**src/rtl/sbo_pkg.sv**
```systemverilog
package sbo_pkg;
    typedef enum logic [0:0] {
        ST_IDLE = 1'b0,
        ST_HOLD = 1'b1
    } sbo_state_e;
endpackage

```
**src/rtl/sbo_hint_tracker.sv**
```systemverilog
module sbo_hint_tracker #(
    parameter int BACK_W = 12,
    parameter int STEP_W = 8,
    parameter int PER_W  = 4
) (
    input  logic              clk_i,
    input  logic              rst_ni,
    input  logic              hint_i,
    input  logic              clear_i,
    input  logic [PER_W-1:0]  period_i,
    input  logic [STEP_W-1:0] step_i,
    output logic [BACK_W-1:0] backoff_o,
    output logic [STEP_W-1:0] incr_o
);
    localparam logic [BACK_W-1:0] BACK_MAX = '1;
    localparam logic [STEP_W-1:0] STEP_MAX = '1;

    logic [BACK_W-1:0] backoff_q, back_base;
    logic [STEP_W-1:0] incr_q;
    logic [PER_W-1:0]  evt_q;
    logic [BACK_W:0]   back_sum;
    logic [STEP_W:0]   incr_sum;
    logic              nth_hit, chk_armed;

    assign nth_hit   = hint_i && (period_i != '0) && (evt_q == period_i - 1'b1);
    assign back_base = clear_i ? '0 : backoff_q;
    assign back_sum  = {1'b0, back_base} + (BACK_W+1)'(incr_q);
    assign incr_sum  = {1'b0, incr_q} + {1'b0, step_i};

    always_ff @(posedge clk_i) begin
        if (!rst_ni) begin
            backoff_q <= '0;
            incr_q    <= step_i;
            evt_q     <= '0;
            chk_armed <= 1'b0;
        end else begin
            chk_armed <= 1'b1;
            if (hint_i) begin
                backoff_q <= back_sum[BACK_W] ? BACK_MAX : back_sum[BACK_W-1:0];
            end else begin
                backoff_q <= back_base;
            end
            if (hint_i && (period_i != '0)) begin
                evt_q <= nth_hit ? '0 : evt_q + 1'b1;
            end
            if (nth_hit) begin
                incr_q <= incr_sum[STEP_W] ? STEP_MAX : incr_sum[STEP_W-1:0];
            end
        end
    end

    assign backoff_o = backoff_q;
    assign incr_o    = incr_q;

    assert_incr_hold_R4: assert property (@(posedge clk_i) disable iff (!rst_ni)
        chk_armed && !hint_i |=> incr_q == $past(incr_q));
    assert_incr_no_wrap_R8: assert property (@(posedge clk_i) disable iff (!rst_ni)
        chk_armed |=> incr_q >= $past(incr_q));
    assert_backoff_no_wrap_R8: assert property (@(posedge clk_i) disable iff (!rst_ni)
        chk_armed && hint_i && !clear_i |=> backoff_q >= $past(backoff_q));
endmodule

```
**src/rtl/sbo_delay_fsm.sv**
```systemverilog
module sbo_delay_fsm
    import sbo_pkg::*;
#(
    parameter int BACK_W = 12
) (
    input  logic              clk_i,
    input  logic              rst_ni,
    input  logic              req_i,
    input  logic [BACK_W-1:0] backoff_i,
    output logic              grant_o,
    output logic              busy_o,
    output logic              clear_o
);
    sbo_state_e        state_q, state_d;
    logic [BACK_W-1:0] cnt_q, cnt_d;

    always_comb begin
        state_d = state_q;
        cnt_d   = cnt_q;
        unique case (state_q)
            ST_IDLE: begin
                if (req_i && (backoff_i != '0)) begin
                    state_d = ST_HOLD;
                    cnt_d   = backoff_i - 1'b1;
                end
            end
            ST_HOLD: begin
                if (cnt_q == '0) begin
                    state_d = ST_IDLE;
                end else begin
                    cnt_d = cnt_q - 1'b1;
                end
            end
            default: state_d = ST_IDLE;
        endcase
    end

    always_ff @(posedge clk_i) begin
        if (!rst_ni) begin
            state_q <= ST_IDLE;
            cnt_q   <= '0;
        end else begin
            state_q <= state_d;
            cnt_q   <= cnt_d;
        end
    end

    always_comb begin
        grant_o = 1'b0;
        busy_o  = 1'b0;
        clear_o = 1'b0;
        unique case (state_q)
            ST_IDLE: grant_o = req_i && (backoff_i == '0);
            ST_HOLD: begin
                busy_o  = 1'b1;
                grant_o = (cnt_q == '0);
                clear_o = (cnt_q == '0);
            end
            default: ;
        endcase
    end

    assert_arm_load_R5: assert property (@(posedge clk_i) disable iff (!rst_ni)
        state_q == ST_IDLE && req_i && backoff_i != '0
        |=> state_q == ST_HOLD && cnt_q == $past(backoff_i) - 1'b1);
    assert_countdown_R7: assert property (@(posedge clk_i) disable iff (!rst_ni)
        state_q == ST_HOLD && cnt_q != '0 |=> state_q == ST_HOLD && cnt_q == $past(cnt_q) - 1'b1);
    assert_release_R5: assert property (@(posedge clk_i) disable iff (!rst_ni)
        busy_o && grant_o |=> state_q == ST_IDLE);
endmodule

```
**src/rtl/sync_backoff_unit.sv**
```systemverilog
module sync_backoff_unit #(
    parameter int BACK_W = 12,
    parameter int STEP_W = 8,
    parameter int PER_W  = 4
) (
    input  logic              clk_i,
    input  logic              rst_ni,
    input  logic              remote_hint_i,
    input  logic              miss_req_i,
    input  logic [PER_W-1:0]  cfg_period_i,
    input  logic [STEP_W-1:0] cfg_step_i,
    output logic              miss_grant_o,
    output logic              busy_o
);
    logic [BACK_W-1:0] backoff;
    logic [STEP_W-1:0] incr;
    logic              clear;

    sbo_hint_tracker #(.BACK_W(BACK_W), .STEP_W(STEP_W), .PER_W(PER_W)) u_track (
        .clk_i    (clk_i),
        .rst_ni   (rst_ni),
        .hint_i   (remote_hint_i),
        .clear_i  (clear),
        .period_i (cfg_period_i),
        .step_i   (cfg_step_i),
        .backoff_o(backoff),
        .incr_o   (incr)
    );

    sbo_delay_fsm #(.BACK_W(BACK_W)) u_fsm (
        .clk_i    (clk_i),
        .rst_ni   (rst_ni),
        .req_i    (miss_req_i),
        .backoff_i(backoff),
        .grant_o  (miss_grant_o),
        .busy_o   (busy_o),
        .clear_o  (clear)
    );

    assert_clear_on_grant_R6: assert property (@(posedge clk_i) disable iff (!rst_ni)
        busy_o && miss_grant_o && !remote_hint_i |=> backoff == '0);
    assert_hint_at_grant_R9: assert property (@(posedge clk_i) disable iff (!rst_ni)
        busy_o && miss_grant_o && remote_hint_i |=> backoff == BACK_W'($past(incr)));
    assert_pass_through_R2: assert property (@(posedge clk_i) disable iff (!rst_ni)
        miss_grant_o && !busy_o |=> !busy_o);
endmodule

```
**config.mk**
```make
export PLATFORM = sky130hd
export DESIGN_NAME = sync_backoff_unit
export DESIGN_NICKNAME = d
export VERILOG_FILES = /design/src/rtl/sbo_pkg.sv /design/src/rtl/sbo_hint_tracker.sv /design/src/rtl/sbo_delay_fsm.sv /design/src/rtl/sync_backoff_unit.sv
export SDC_FILE = /design/constraint.sdc
export NUM_CORES = 1
export LEC_CHECK = 0
export ABC_AREA = 1
export BUFFER_PORTS_ARGS = -buffer_cell sky130_fd_sc_hd__buf_4
export CAP_MARGIN = 20
export CORE_MARGIN = 2
export CORE_UTILIZATION = 55
export DETAILED_ROUTE_END_ITERATION = 12
export PLACE_DENSITY = 0.77
export SETUP_SLACK_MARGIN = 0.05
export SYNTH_ARGS = -nofsm -noshare
export SYNTH_HDL_FRONTEND = slang
export SYNTH_HIERARCHICAL = 1
export SYNTH_SLANG_ARGS = --single-unit
```
**constraint.sdc**
```tcl
create_clock -name clk_i -period 3.65 [get_ports clk_i]
set_clock_uncertainty 0.05 [all_clocks]
set_input_delay 0.1825 -clock clk_i [delete_from_list [all_inputs] [get_ports clk_i]]
set_output_delay 0.1825 -clock clk_i [all_outputs]
set_load 0.005 [all_outputs]
```
==> impl.org <==
** Synth
- Async set-or-reset flop fraction in the synthesized netlist :: 0%
- Summing the areas of all fa, ha and maj instances in the mapped netlist gives 8.82% of the synthesized area.
- Number of nets in the synthesized netlist :: between 500 and 600
- By area, the combinational part of the netlist is dominated by simple AND/OR/NAND/NOR gates.
- Count of mapped cells out of synthesis :: ~500
- Proportion of synthesized chip area in sequential cells :: between 20% and 30%
- Most used DFF post-synth :: dfxtp_1
- Counting distinct cell types in the post-synthesis netlist gives 39.
- Multiplexer fraction of the synthesized cell area :: 0%
- Fraction of the mapped netlist area in compound gates :: between 10% and 20%
- The synthesized design contains 8 enable-type register cells.
- Dividing the synthesized area by the synthesized cell count gives 6.42 um^2.
- Warning count from the yosys run :: 6
- Summing the areas of all xor and xnor instances in the mapped netlist gives under 10% of the synthesized area.
- Synth Area in Simple Gates :: 37.1%
- Synthesized cell area :: ~3100 um^2
- Count of state elements after synthesis :: 37

** Layout
- Highest-count cells in the layout ignoring fill and taps :: nand2_1, inv_1, nor2_1
- The area growth from synthesis to layout is 7.11%.
- Registers take approximately 820 um^2.
- Share of post-route cells with drive strength above 1 :: ~11%
- 0 antenna diodes ended up in the layout.
- Leading cell type in the layout, fill and taps excluded :: nand2_1
- The filler cells instantiated in the layout total about 530.
- Summing all multi-input logic gate instances after layout gives 1920 um^2.
- Final #Nets :: roughly 540

** Floorplan
- The die covers 6340 um^2.
- Chip Width :: between 70 and 80 um
- 18 I/O pins were placed.
- In this run the vertical extent of the chip is between 70 and 80 um.
- The initialized floorplan defines 27 standard-cell rows.
- The core region is 5510 um^2.
- Starting density of the core :: between 50% and 60%

** Place
- Routability-driven placement finished with a final weighted congestion of between 0.8 and 0.9.
- Detailed placement finished with a half-perimeter wire length of roughly 5.2 mm.
- During placement, the flow inserted port buffers numbering 17.

** Timing
- In this run the tightest slew margin relative to its limit is approximately 64%.
- Fin crit share :: 73.5%
- Slew @ Worst Pin :: 542 ps
- Hold violation count in the final report :: 0
- The smallest clock period supported by the final layout is computed as between 2000 and 3000 ps.
- Setup-violating endpoint count in the final report :: 0
- Based on the critical path, the design can be clocked at up to 373 MHz.
- Max-slew violation total from the final report :: 0
- RSZ-0062 raised after global routing :: false
- Final sum of negative setup slack :: 0 ps

** Clock tree
- H-tree levels :: 2
- Counting along the longest clock path gives a buffer depth of 2.
- Post-CTS setup-driven buffer insertion count :: 0
- After clock tree synthesis, the flow added hold-fix buffers numbering 0.
- Num CTS Buffers :: 5
- Clock transition at the register clock pins on the worst setup and hold paths after CTS :: roughly 80 ps
- Clock network latency to the later pin of the worst-skew pair :: slightly below 300 ps
- The clock net in this run drives a total of 37 sinks.
- TritonCTS built the clock tree.
- The tree is rooted in a clkbuf_8.
- After clock tree synthesis, the repair step resized 0 gates.

** Global route
- All-Layer GR Usage :: a little under a quarter
- For this run the aggregate overflow at the end of global routing stands at 0.
- Global-route wire length before repair :: 12.0 mm
- Number of antenna violations at the first check in global routing :: 0
- The number of global-route vias before repair was 2,805.
- Entering global routing, the biggest net connects 37 pins.

** Routing
- After the first detailed-routing iteration, the DRC count stood at roughly 130.
- After detailed routing, the number of vias per cell comes to 5.10.
- After detailed routing, the total wire length is between 6 and 7 mm.
- Detailed-routing iteration count for the pre-antenna-repair pass :: 4
- Drt wl/cell :: roughly 12 um
- DRC violation count after routing :: 0
- Overall via count from detail_route :: around 3,000
- In this run the remaining antenna-violating nets after routing total 0.

** Hold path
- The worst hold path belongs to the class primary input to register.
- Hold Path Stages :: 3
- Endpoint of the worst hold path :: u_track/incr_o[7]$_DFFE_PP_
- The startpoint identified for the worst hold timing path is cfg_step_i[7].

** Setup path
- For the worst setup path, the data required time is around 3800 ps.
- In this run the critical register-to-register path is launched from u_fsm/cnt_q[2]$_SDFFE_PN0P_.
- Critical path class :: register to register
- The worst register-to-register path ends at u_track/backoff_o[2]$_SDFF_PN0_.
- Worst Path Arrival :: around 2800 ps
- In this run the register-to-register setup slack is 970 ps.
- Category of the worst setup path launch point :: register
- Kind of capture point of the worst setup path :: register
- In this run the worst path has a maximum fanout of 8.
- The worst register-to-register path has a depth of 18.

** Run status
- Outcome :: finished clean

** Power
- Dividing total power by cell area gives a power density of between 400 and 500 nW/um^2.
- Maximum vdd drop :: between 0.0002 and 0.0003 V
- The design draws 1.58 mW.
- In this run the static leakage power is 1.75 nW.

** Flow run
- Max-cap violations in this run came to 0.
## power breakdown
| part | total, mW | leakage (nW) | internal, mW | switching [mW] |
|---|---|---|---|---|
| registers | 0.534 | 0.315 | 0.487 | 0.0474 |
| logic | 0.762 | 1.40 | 0.275 | 0.488 |
| clock network | 0.286 | 0.0395 | 0.136 | 0.150 |
## logic make-up (layout without fill, tap and decap cells)
kind of cell	count (synthesis)	count (layout)
buffers and inverters	91	108
AO/OA/AOI/OAI	60	60
AND/OR/NAND/NOR	265	265
adder cells (fa/ha/maj)	21	21
XOR/XNOR	16	16
flip-flops	37	37
## per-layer routing
metal  up-vias  wire length (um)  track usage [%]
met5         -                 0                0
met4         0               121             7.07
met3        10               169             4.07
met2        39              3260             42.6
met1      1336              3130             28.4
li1       1566                 -                -
## cell usage after synthesis (5+ instances only)
master      n  area, um^2
nand2_1   126         473
inv_1      78         293
nor2_1     73         274
dfxtp_1    29         581
nand3_1    28         140
o21ai_0    25         125
ha_1       19         238
a21oi_1    18        90.1
nand2_2    10        62.6
xor2_1      9        78.8
edfxtp_1    8         240
nand4_1     7        43.8
xnor2_1     7        61.3
nand2_4     5        56.3
nor2_2      5        31.3
o21ai_1     5        25.0
## final cells by class
class	instances	area share [%]
clock buffers	8	2.37
inverters	82	9.65
multi-input cells	362	57.0
flip-flops and latches	37	24.3
well taps	72	2.67
repair buffers	18	4.01
## critical path, stage by stage (launching register included)
cell and delay [ps]:
dfxtp_1 340, inv_1 100, nand4_1 100, nor2_1 90, nand2_1 70, inv_1 270, inv_8 60, nand2_1 90
inv_1 50, ha_1 200, fa_1 400, nand3_1 80, nand2_1 100, nand2_1 70, nand2_1 120, nand2_2 120
nand2_4 80, o21ai_0 150, inv_1 50
## state kept, by name, summed over array words and instances (netlist names)
register / count
u_fsm/cnt_q: 12
u_fsm/state_q: 1
u_track/backoff_o: 12
u_track/evt_q: 4
u_track/incr_o: 8
## through the flow
step | instances | setup WS, ps | util, % | instance area (um^2) | hold WS (ps)
5_1_grt | 579 | 701 | 61.2 | 3370 | 127
3_5_place_dp | 571 | 988 | 59.8 | 3290 | 421
3_3_place_gp | 571 | 1010 | 59.8 | 3290 | 419
6_report | 579 | 967 | 61.2 | 3370 | 125
4_1_cts | 579 | 958 | 61.2 | 3370 | 117
2_1_floorplan | 490 | 1080 | - | 3150 | 269
## worst max path at each step
stage                           startpoint                                to  slack (ps)  cells after the start
2_1_floorplan     u_fsm/state_q$_SDFF_PN0_   u_track/backoff_o[2]$_SDFF_PN0_        1080                     20
6_report       u_fsm/cnt_q[2]$_SDFFE_PN0P_   u_track/backoff_o[2]$_SDFF_PN0_         970                     18
4_1_cts        u_fsm/cnt_q[2]$_SDFFE_PN0P_   u_track/backoff_o[0]$_SDFF_PN0_         960                     18
3_5_place_dp   u_fsm/cnt_q[9]$_SDFFE_PN0P_   u_track/backoff_o[1]$_SDFF_PN0_         990                     18
5_1_grt        u_fsm/cnt_q[2]$_SDFFE_PN0P_  u_track/backoff_o[10]$_SDFF_PN0_         700                     19
3_3_place_gp   u_fsm/cnt_q[1]$_SDFFE_PN0P_   u_track/backoff_o[0]$_SDFF_PN0_        1010                     18
Note: power is estimated with default switching activity, not from simulation.
